--- src/rtl/vcmd_pkg.sv ---
package vcmd_pkg;

    localparam int          VOLT_W      = 4;
    localparam int          SLEW_W      = 2;
    localparam int          BYTE_W      = 8;
    localparam int          SYNC_STAGES = 2;
    localparam logic [6:0]  SLAVE_ADDR  = 7'b0001100;
    localparam logic [VOLT_W-1:0] DEF_VOLT = 4'b1001;
    localparam logic [SLEW_W-1:0] DEF_SLEW = 2'b01;
    localparam logic [SLEW_W-1:0] PIN_SLEW = 2'b01;

    typedef struct packed {
        logic [SLEW_W-1:0] slew;
        logic [VOLT_W-1:0] volt;
    } setpoint_t;

    typedef enum logic [2:0] {
        ST_IDLE,
        ST_ADDR,
        ST_AACK,
        ST_WRITE,
        ST_WACK,
        ST_READ,
        ST_RACK
    } bus_state_e;

    function automatic setpoint_t unpack_cmd(input logic [BYTE_W-1:0] b);
        setpoint_t s;
        s.volt = b[VOLT_W-1:0];
        s.slew = b[VOLT_W+SLEW_W-1:VOLT_W];
        return s;
    endfunction

    function automatic logic [BYTE_W-1:0] pack_readback(input setpoint_t s);
        return {{(BYTE_W-VOLT_W-SLEW_W){1'b0}}, s.slew, s.volt};
    endfunction

endpackage

--- src/rtl/vcmd_sync.sv ---
module vcmd_sync #(
    parameter int         W       = 1,
    parameter int         STAGES  = 2,
    parameter logic [W-1:0] RST_VAL = '0
) (
    input  logic         clk,
    input  logic         rst,
    input  logic [W-1:0] d,
    output logic [W-1:0] q
);
    logic [STAGES-1:0][W-1:0] pipe;

    generate
        for (genvar i = 0; i < STAGES; i++) begin : g_stage
            always_ff @(posedge clk) begin
                if (rst)
                    pipe[i] <= RST_VAL;
                else if (i == 0)
                    pipe[i] <= d;
                else
                    pipe[i] <= pipe[(i == 0) ? 0 : i-1];
            end
        end
    endgenerate

    assign q = pipe[STAGES-1];
endmodule

--- src/rtl/vcmd_bus_fsm.sv ---
module vcmd_bus_fsm
    import vcmd_pkg::*;
(
    input  logic              clk,
    input  logic              rst,
    input  logic              bus_off,
    input  logic              scl_s,
    input  logic              sda_s,
    input  logic [BYTE_W-1:0] rd_byte,
    output logic              sda_low,
    output logic              commit,
    output logic [BYTE_W-1:0] wr_byte
);
    localparam logic [2:0] LAST_BIT = 3'(BYTE_W - 1);

    logic              scl_q, sda_q;
    bus_state_e        st;
    logic [2:0]        cnt;
    logic              done;
    logic              rw_q;
    logic              ack_ok;
    logic [BYTE_W-1:0] sh;

    always_ff @(posedge clk) begin
        if (rst) begin
            scl_q <= 1'b1;
            sda_q <= 1'b1;
        end else begin
            scl_q <= scl_s;
            sda_q <= sda_s;
        end
    end

    wire scl_rise = scl_s & ~scl_q;
    wire scl_fall = ~scl_s & scl_q;
    wire start_c  = scl_s & scl_q & sda_q & ~sda_s;
    wire stop_c   = scl_s & scl_q & ~sda_q & sda_s;

    always_ff @(posedge clk) begin
        if (rst || bus_off) begin
            st      <= ST_IDLE;
            sda_low <= 1'b0;
            cnt     <= '0;
            done    <= 1'b0;
            rw_q    <= 1'b0;
            ack_ok  <= 1'b0;
            sh      <= '0;
        end else if (start_c) begin
            st      <= ST_ADDR;
            sda_low <= 1'b0;
            cnt     <= '0;
            done    <= 1'b0;
        end else if (stop_c) begin
            st      <= ST_IDLE;
            sda_low <= 1'b0;
        end else begin
            unique case (st)
                ST_IDLE: ;
                ST_ADDR, ST_WRITE: begin
                    if (scl_rise) begin
                        sh  <= {sh[BYTE_W-2:0], sda_s};
                        cnt <= cnt + 3'd1;
                        if (cnt == LAST_BIT) done <= 1'b1;
                    end else if (scl_fall && done) begin
                        done <= 1'b0;
                        cnt  <= '0;
                        if (st == ST_WRITE) begin
                            st      <= ST_WACK;
                            sda_low <= 1'b1;
                        end else if (sh[BYTE_W-1:1] == SLAVE_ADDR) begin
                            st      <= ST_AACK;
                            sda_low <= 1'b1;
                            rw_q    <= sh[0];
                        end else begin
                            st <= ST_IDLE;
                        end
                    end
                end
                ST_AACK: begin
                    if (scl_fall) begin
                        cnt <= '0;
                        if (rw_q) begin
                            st      <= ST_READ;
                            sh      <= rd_byte;
                            sda_low <= ~rd_byte[BYTE_W-1];
                        end else begin
                            st      <= ST_WRITE;
                            sda_low <= 1'b0;
                        end
                    end
                end
                ST_WACK: begin
                    if (scl_fall) begin
                        st      <= ST_WRITE;
                        sda_low <= 1'b0;
                    end
                end
                ST_READ: begin
                    if (scl_fall) begin
                        if (cnt == LAST_BIT) begin
                            st      <= ST_RACK;
                            sda_low <= 1'b0;
                        end else begin
                            sh      <= {sh[BYTE_W-2:0], 1'b0};
                            sda_low <= ~sh[BYTE_W-2];
                            cnt     <= cnt + 3'd1;
                        end
                    end
                end
                ST_RACK: begin
                    if (scl_rise) begin
                        ack_ok <= ~sda_s;
                    end else if (scl_fall) begin
                        cnt <= '0;
                        if (ack_ok) begin
                            st      <= ST_READ;
                            sh      <= rd_byte;
                            sda_low <= ~rd_byte[BYTE_W-1];
                        end else begin
                            st <= ST_IDLE;
                        end
                    end
                end
                default: st <= ST_IDLE;
            endcase
        end
    end

    assign commit  = (st == ST_WACK) && scl_rise && !bus_off;
    assign wr_byte = sh;

    AST_DRIVE_WINDOW: assert property (@(posedge clk) disable iff (rst)
        sda_low |-> (st == ST_AACK || st == ST_WACK || st == ST_READ));
    AST_IDLE_SILENT: assert property (@(posedge clk) disable iff (rst)
        (st == ST_IDLE) |-> !sda_low);
    AST_PIN_QUIET: assert property (@(posedge clk) disable iff (rst)
        bus_off |=> !sda_low);
    AST_CNT_RANGE: assert property (@(posedge clk) disable iff (rst)
        done |-> (cnt == 3'd0));
endmodule

--- src/rtl/vcmd_setpoint.sv ---
module vcmd_setpoint
    import vcmd_pkg::*;
(
    input  logic              clk,
    input  logic              rst,
    input  logic              commit,
    input  logic [BYTE_W-1:0] wr_byte,
    output setpoint_t         sp
);
    always_ff @(posedge clk) begin
        if (rst) begin
            sp.volt <= DEF_VOLT;
            sp.slew <= DEF_SLEW;
        end else if (commit) begin
            sp <= unpack_cmd(wr_byte);
        end
    end

    AST_POR_DEFAULT: assert property (@(posedge clk) disable iff (rst)
        $fell(rst) |-> (sp.volt == DEF_VOLT && sp.slew == DEF_SLEW));
    AST_COMMIT_ONLY: assert property (@(posedge clk) disable iff (rst)
        !$past(commit) |-> $stable(sp));
endmodule

--- src/rtl/vcmd_src_mux.sv ---
module vcmd_src_mux
    import vcmd_pkg::*;
(
    input  logic              pin_sel,
    input  logic [VOLT_W-1:0] pin_code,
    input  setpoint_t         sp,
    output logic [VOLT_W-1:0] volt,
    output logic [SLEW_W-1:0] slew
);
    always_comb begin
        if (pin_sel) begin
            volt = pin_code;
            slew = PIN_SLEW;
        end else begin
            volt = sp.volt;
            slew = sp.slew;
        end
    end
endmodule

--- src/rtl/vcmd_i2c_slave.sv ---
module vcmd_i2c_slave
    import vcmd_pkg::*;
(
    input  logic              clk,
    input  logic              rst,
    input  logic              pin_mode,
    input  logic              scl_in,
    input  logic              sda_in,
    input  logic              code_b2,
    input  logic              code_b3,
    output logic              sda_pull_low,
    output logic [VOLT_W-1:0] volt_code,
    output logic [SLEW_W-1:0] slew_code
);
    localparam int NSYNC = VOLT_W + 1;

    logic [NSYNC-1:0]  raw_in, syn;
    logic              commit;
    logic [BYTE_W-1:0] wr_byte;
    setpoint_t         sp;

    assign raw_in = {pin_mode, code_b3, code_b2, sda_in, scl_in};

    vcmd_sync #(
        .W       (NSYNC),
        .STAGES  (SYNC_STAGES),
        .RST_VAL (5'b00011)
    ) u_sync (
        .clk (clk),
        .rst (rst),
        .d   (raw_in),
        .q   (syn)
    );

    vcmd_bus_fsm u_fsm (
        .clk     (clk),
        .rst     (rst),
        .bus_off (syn[4]),
        .scl_s   (syn[0]),
        .sda_s   (syn[1]),
        .rd_byte (pack_readback(sp)),
        .sda_low (sda_pull_low),
        .commit  (commit),
        .wr_byte (wr_byte)
    );

    vcmd_setpoint u_reg (
        .clk     (clk),
        .rst     (rst),
        .commit  (commit),
        .wr_byte (wr_byte),
        .sp      (sp)
    );

    vcmd_src_mux u_mux (
        .pin_sel  (syn[4]),
        .pin_code (syn[VOLT_W-1:0]),
        .sp       (sp),
        .volt     (volt_code),
        .slew     (slew_code)
    );
endmodule

--- config.mk ---
export PLATFORM = sky130hd
export DESIGN_NAME = vcmd_i2c_slave
export DESIGN_NICKNAME = d
export VERILOG_FILES = /design/src/rtl/vcmd_pkg.sv /design/src/rtl/vcmd_sync.sv /design/src/rtl/vcmd_bus_fsm.sv /design/src/rtl/vcmd_setpoint.sv /design/src/rtl/vcmd_src_mux.sv /design/src/rtl/vcmd_i2c_slave.sv
export SDC_FILE = /design/constraint.sdc
export NUM_CORES = 1
export LEC_CHECK = 0
export BUFFER_PORTS_ARGS = -buffer_cell sky130_fd_sc_hd__clkbuf_2
export CORE_UTILIZATION = 59
export CTS_CLUSTER_DIAMETER = 150
export DETAILED_ROUTE_END_ITERATION = 12
export HOLD_SLACK_MARGIN = 0.12
export PLACE_DENSITY = 0.78
export SYNTH_ARGS = -nofsm -noshare
export SYNTH_HDL_FRONTEND = slang
export SYNTH_SLANG_ARGS = --single-unit
--- constraint.sdc ---
create_clock -name clk -period 2.1 [get_ports clk]
set_input_delay 0.105 -clock clk [delete_from_list [all_inputs] [get_ports clk]]
set_output_delay 0.105 -clock clk [all_outputs]
set_load 0.005 [all_outputs]
==> qor.csv, run 1 <==
metric;value;unit
status;complete, no violations;
cell area after synthesis;1870;um2
Final nets;241;
count leader, synth;dfxtp_1;
Crit path required time;2.37;ns
min cycle time layout;2.06;ns
die area;3400;um2
Post-DP HPWL;3120;um
Worst Hold Class;input port to flip-flop;
final total power;1.29;mW
I/O pins;14;
I/O Buffers;13;
cts bufs inserted;5;
pin count of the biggest net entering global routing;21;
clk_skew;0.0137;ns
Seq cells post-synth;36;
final hold vios;0;
power density cells;611;nW/um2
Post-synth EDFFs;0;
placed cell count;264;
critical path class;flip-flop to flip-flop;
Area Overhead vs Synth;13.2;%
Post-Route WL;4420;um
setup TNS;0;ns
GRT Residual Overflow;0;
Post-synth ARST share;0;
Die Wd;58.3;um
WL/cell;16.0;um
TritonCTS Sinks;36;
Post-DP Area;1980;um2
R2R setup slack;0.04;ns
global-route wire length before repair;7110;um
antenna-violating nets left;0;
Area contributors post-synth;dfxtp_1, mux2i_1, nor2b_1;
synthesized area per cell;8.71;um2
Die Y;58.3;um
post-CTS setup buffer count;0;
library cells used by synthesis;47;
Clk Latency, worst-skew pair;0.35;ns
actual slew at the worst max-slew pin;0.537;ns
Critical Path Fanout Max;16;
Max VDD drop;603;uV
period utilisation layout;0.981;
Final WS setup;0.0392;ns
GRT Total Usage;0.281;
setup violators final;0;
fillcell total;249;
synth cell count leaders;dfxtp_1, nand2_1, mux2i_1, nor2_1, nor2b_1;
crit path launch type;flip-flop;
DRC;0;
share of layout cells above drive strength 1;0.202;
relative slew slack;0.642;
Max Root-Sink Buffers;2;
Final Non-Filler Cells;277;
register area share after synthesis;0.385;
vias in the first global route;1506;
Initial Util;0.619;
initial antenna violation count;0;
cell count after synthesis;215;
Yosys top cell by area;dfxtp_1;
H-tree Lvls;2;
via/cell ratio;5.90;
dpl ws;0.0989;ns
n_diodes;0;
leakage power total;0.787;nW
routed vias;1633;
post-synth top area share;0.385;
f_max;485;MHz
CP arrival;2.33;ns
root buf cell;clkbuf_4;
final instance area;2120;um2
syn nets;224;
DR pass1 iterations;5;
number of max-cap violations;0;
core area;3030;um2
final max-slew violation count;0;
YS warnings;0;
Iter 0 DRT Violations;118;
clock-pin slew on the worst setup and hold paths;0.12;ns
Rows;20;
ys flop type;dfxtp_1;
CTS tree;yes;
RSZ-0062 raised after global routing;false;
GP Congestion;1.01;
Critical Path Sink Type;flip-flop;
-- cells by family (layout without fill, tap and decap cells) --
logic type | after synthesis | after routing | synth area share
xor gates and xnor gates | 1 | 1 | 0.00468
and+or+nand+nor | 85 | 85 | 0.245
adders and majority gates | 2 | 2 | 0.0134
muxes | 20 | 20 | 0.110
DFF | 36 | 36 | 0.385
buffers and inverters | 21 | 39 | 0.0514
AOI/OAI and AO/OA | 50 | 50 | 0.192
-- per-layer routing --
metal	vias up	share of wire	GRT usage
met2	73	0.49	0.450
met5	-	0	0
li1	792	-	-
met1	755	0.42	0.363
met4	0	0.023	0.143
met3	13	0.059	0.0527
-- final timing paths --
check	start	end	cells after the start
worst max-delay path	u_fsm.st[1]	u_fsm.wr_byte[6]	5
worst min-delay path	rst	u_sync.pipe[4]	2
worst max register to register	u_fsm.st[1]	u_fsm.wr_byte[6]	5
worst min register to register	u_sync.pipe[0]	u_sync.q[0]	1
-- repair_timing --
| action | in CTS | in global routing |
|---|---|---|
| endpoints found under the hold margin | 5 | 0 |
| hold buffers | 5 | 0 |
| setup endpoints to repair | 0 | 3 |
| gates resized for setup | 0 | 3 |
-- cells in the final DEF, fill, tap and decap left out, types with 2 or more instances in the layout --
cell and n:
clkbuf_2 13, o21bai_1 2, or4_1 3, ha_1 2, dlygate4sd3_1 5, nor2_1 16, nor2b_1 13, or2_2 8
nand2_1 19, dfxtp_1 35, a211o_1 4, o31ai_1 2, buf_4 8, mux2i_1 16, and2_1 3, nand2b_1 6
inv_1 5, a211oi_1 7, a21o_1 2, nand3_1 3, o21ai_0 11, mux2_2 4, nor3_1 4, a21oi_1 9
clkbuf_4 5
-- critical path, stage by stage (launching register included) --
cell and delay [ns]:
dfxtp_1 0.68, and2_1 0.22, o21ai_0 0.16, a311oi_4 0.40
and2_4 0.27, mux2i_1 0.23
-- cell type report --
class	instances	area, um2	area share
Inverter	5	18.8	0.00885
Sequential cell	36	722	0.341
Clock inverter	3	46.3	0.0218
Tap cell	44	55.1	0.0260
Clock buffer	5	37.5	0.0177
Timing Repair Buffer	26	175	0.0826
Multi-Input combinational cell	158	1060	0.502
-- per-stage QoR --
step | utilization | hold WS, ns
global placement | 0.652 | 0.287
floorplan | - | 0.209
global route | 0.700 | 0.173
finish | 0.700 | 0.154
CTS | 0.697 | 0.154
detailed placement | 0.652 | 0.294
-- report_power, final --
group | internal (mW) | total [mW] | switching [mW]
Clock | 0.254 | 0.511 | 0.257
Combinational | 0.0365 | 0.0799 | 0.0435
Sequential | 0.694 | 0.703 | 0.00927
-- registers in the layout (all words and copies together), names as in the netlist --
signal	count
u_fsm.wr_byte	8
u_fsm.st	3
u_sync.pipe	5
u_fsm.scl_q	1
u_fsm.sda_low	1
u_fsm.sda_q	1
u_fsm.rw_q	1
u_fsm.ack_ok	1
u_reg.sp	6
u_sync.q	5
u_fsm.cnt	3
u_fsm.done	1
Note: power is estimated with default switching activity, not from simulation.
==> run 2, diff against run 1 <==
--- a/config.mk
+++ b/config.mk
@@ -11,6 +11,7 @@
 export DETAILED_ROUTE_END_ITERATION = 12
 export HOLD_SLACK_MARGIN = 0.12
 export PLACE_DENSITY = 0.78
+export REMOVE_ABC_BUFFERS = 1
 export SYNTH_ARGS = -nofsm -noshare
 export SYNTH_HDL_FRONTEND = slang
 export SYNTH_SLANG_ARGS = --single-unit
==> run 2 against run 1 <==
- maximum frequency is 3.2% higher
- sequential power hardly changed
- combinational power is 0.6% lower
- via count is 1.0% lower
- register-to-register slack better by 0.06 ns
- final cell count is 1.1% higher
==> qor.csv, run 2 (same netlist as run 1, synthesis figures left out) <==
metric;value;unit
M1 WL;1940;um
n_diodes;0;
I/O pins;14;
routed vias;1616;
CTS tree;yes;
vias in the first global route;1474;
Iter 0 DRT Violations;116;
clock-pin slew on the worst setup and hold paths;0.11;ns
core area;3030;um2
worst path buffer plus inverter count;0;
Final WS setup;0.103;ns
Die Wd;58.3;um
WL/cell;14.6;um
setup violators final;0;
DR pass1 iterations;4;
clk_skew;0.00744;ns
metal3 WL;176;um
Clk Latency, worst-skew pair;0.33;ns
worst setup path endpoint;u_fsm.wr_byte[7];
pin count of the biggest net entering global routing;21;
Detail Route met2 WL;1890;um
Worst Hold Class;input port to flip-flop;
leakage power total;0.800;nW
DR top layer;met4;
dpl ws;0.162;ns
reg2reg end;u_fsm.wr_byte[7];
hold path depth;2;
most common cell after layout, fill and taps aside;dfxtp_1;
root buf cell;clkbuf_4;
fillcell total;253;
H-tree Lvls;2;
Worst path depth;5;
post-CTS setup buffer count;0;
relative slew slack;0.693;
Max VDD drop;570;uV
TritonCTS Sinks;36;
Final nets;244;
critical path class;flip-flop to flip-flop;
Rows;20;
final max-slew violation count;0;
final hold vios;0;
power density cells;558;nW/um2
via/cell ratio;5.77;
Post-DP Area;2000;um2
cts bufs inserted;5;
die area;3400;um2
r2r startpoint;u_sync.q[0];
f_max;501;MHz
Area Overhead vs Synth;13.0;%
RSZ-0062 raised after global routing;false;
Die Y;58.3;um
max reg flops;8;
Slowest-stage cell, CP;dfxtp_1;
GRT Total Usage;0.262;
number of max-cap violations;0;
status;complete, no violations;
Critical Path Sink Type;flip-flop;
setup TNS;0;ns
period utilisation layout;0.951;
commonest non-fill, non-tap cells in the layout;dfxtp_1, nand2_1, mux2i_1, nor2_1;
FF-to-FF path depth;5;
initial antenna violation count;0;
crit path launch type;flip-flop;
GRT Residual Overflow;0;
Max Root-Sink Buffers;2;
global-route wire length before repair;6810;um
delay-heaviest family, CP;simple AND/OR/NAND/NOR gates;
Critical Path Fanout Max;9;
largest stage delay on the critical path;0.46;ns
antenna-violating nets left;0;
CP arrival;2.26;ns
final instance area;2120;um2
Critical path origin;u_sync.q[0];
min cycle time layout;2.00;ns
actual slew at the worst max-slew pin;0.455;ns
Post-Route WL;4080;um
worst-path cell chain;or3b_1 > a21o_1 > a311oi_4 > and2_4 > mux2i_1;
I/O Buffers;13;
GP Congestion;0.927;
Crit path required time;2.37;ns
Post-DP HPWL;2930;um
DRC;0;
share of layout cells above drive strength 1;0.203;
R2R setup slack;0.10;ns
Initial Util;0.619;
[run 2: changes by cell type in the layout (fill, tap and decap cells not counted)]
cell and change:
nor4b_2 -1, bufinv_16 -1, nor4b_1 +1, clkbuf_8 +1, dfxtp_1 +1, buf_4 +3, clkinv_2 +1, dfxtp_2 -1
clkinvlp_4 -1
[run 2: what timing repair did]
| item | CTS | global route |
|---|---|---|
| hold buffers | 5 | 0 |
| resized for setup | 0 | 1 |
| endpoints found under the hold margin | 5 | 0 |
| setup endpoints to repair | 0 | 1 |
[run 2: final cells by class]
type / instances / area (um2) / area share
Inverter: 5 / 18.8 / 0.00887
Tap cell: 44 / 55.1 / 0.0260
Multi-Input combinational cell: 158 / 1060 / 0.500
Clock inverter: 2 / 13.8 / 0.00651
Timing Repair Buffer: 29 / 198 / 0.0934
Sequential cell: 36 / 721 / 0.341
Clock buffer: 6 / 51.3 / 0.0242
[run 2: power by group]
group / internal [mW] / switching (mW)
registers: 0.694 / 0.00889
logic: 0.0370 / 0.0424
clock network: 0.166 / 0.233
total: 0.896 / 0.284
[run 2: worst min-delay path by stage]
stage	endpoint	slack, ns	start
final	u_reg.sp[2]	0.17	rst
after global routing	u_sync.pipe[3]	0.19	rst
after CTS	u_reg.sp[1]	0.17	rst
after detailed placement	u_sync.pipe[0]	0.29	scl_in
after global placement	u_sync.pipe[0]	0.29	scl_in
after floorplan	u_sync.pipe[2]	0.18	rst
[run 2: layer usage]
layer / up-vias / global-route usage
met4: 0 / 0.0850
met3: 12 / 0.0505
met5: - / 0
li1: 800 / -
met1: 754 / 0.356
met2: 50 / 0.422
[run 2: stage by stage]
| stage | std cells | hold slack, ns | power (mW) | utilization |
|---|---|---|---|---|
| detailed placement | 267 | 0.294 | 0.788 | 0.660 |
| global route | 280 | 0.193 | 1.24 | 0.699 |
| floorplan | 199 | 0.177 | 0.760 | - |
| finish | 280 | 0.170 | 1.18 | 0.699 |
| global placement | 267 | 0.290 | 0.786 | 0.660 |
| CTS | 280 | 0.171 | 1.19 | 0.698 |
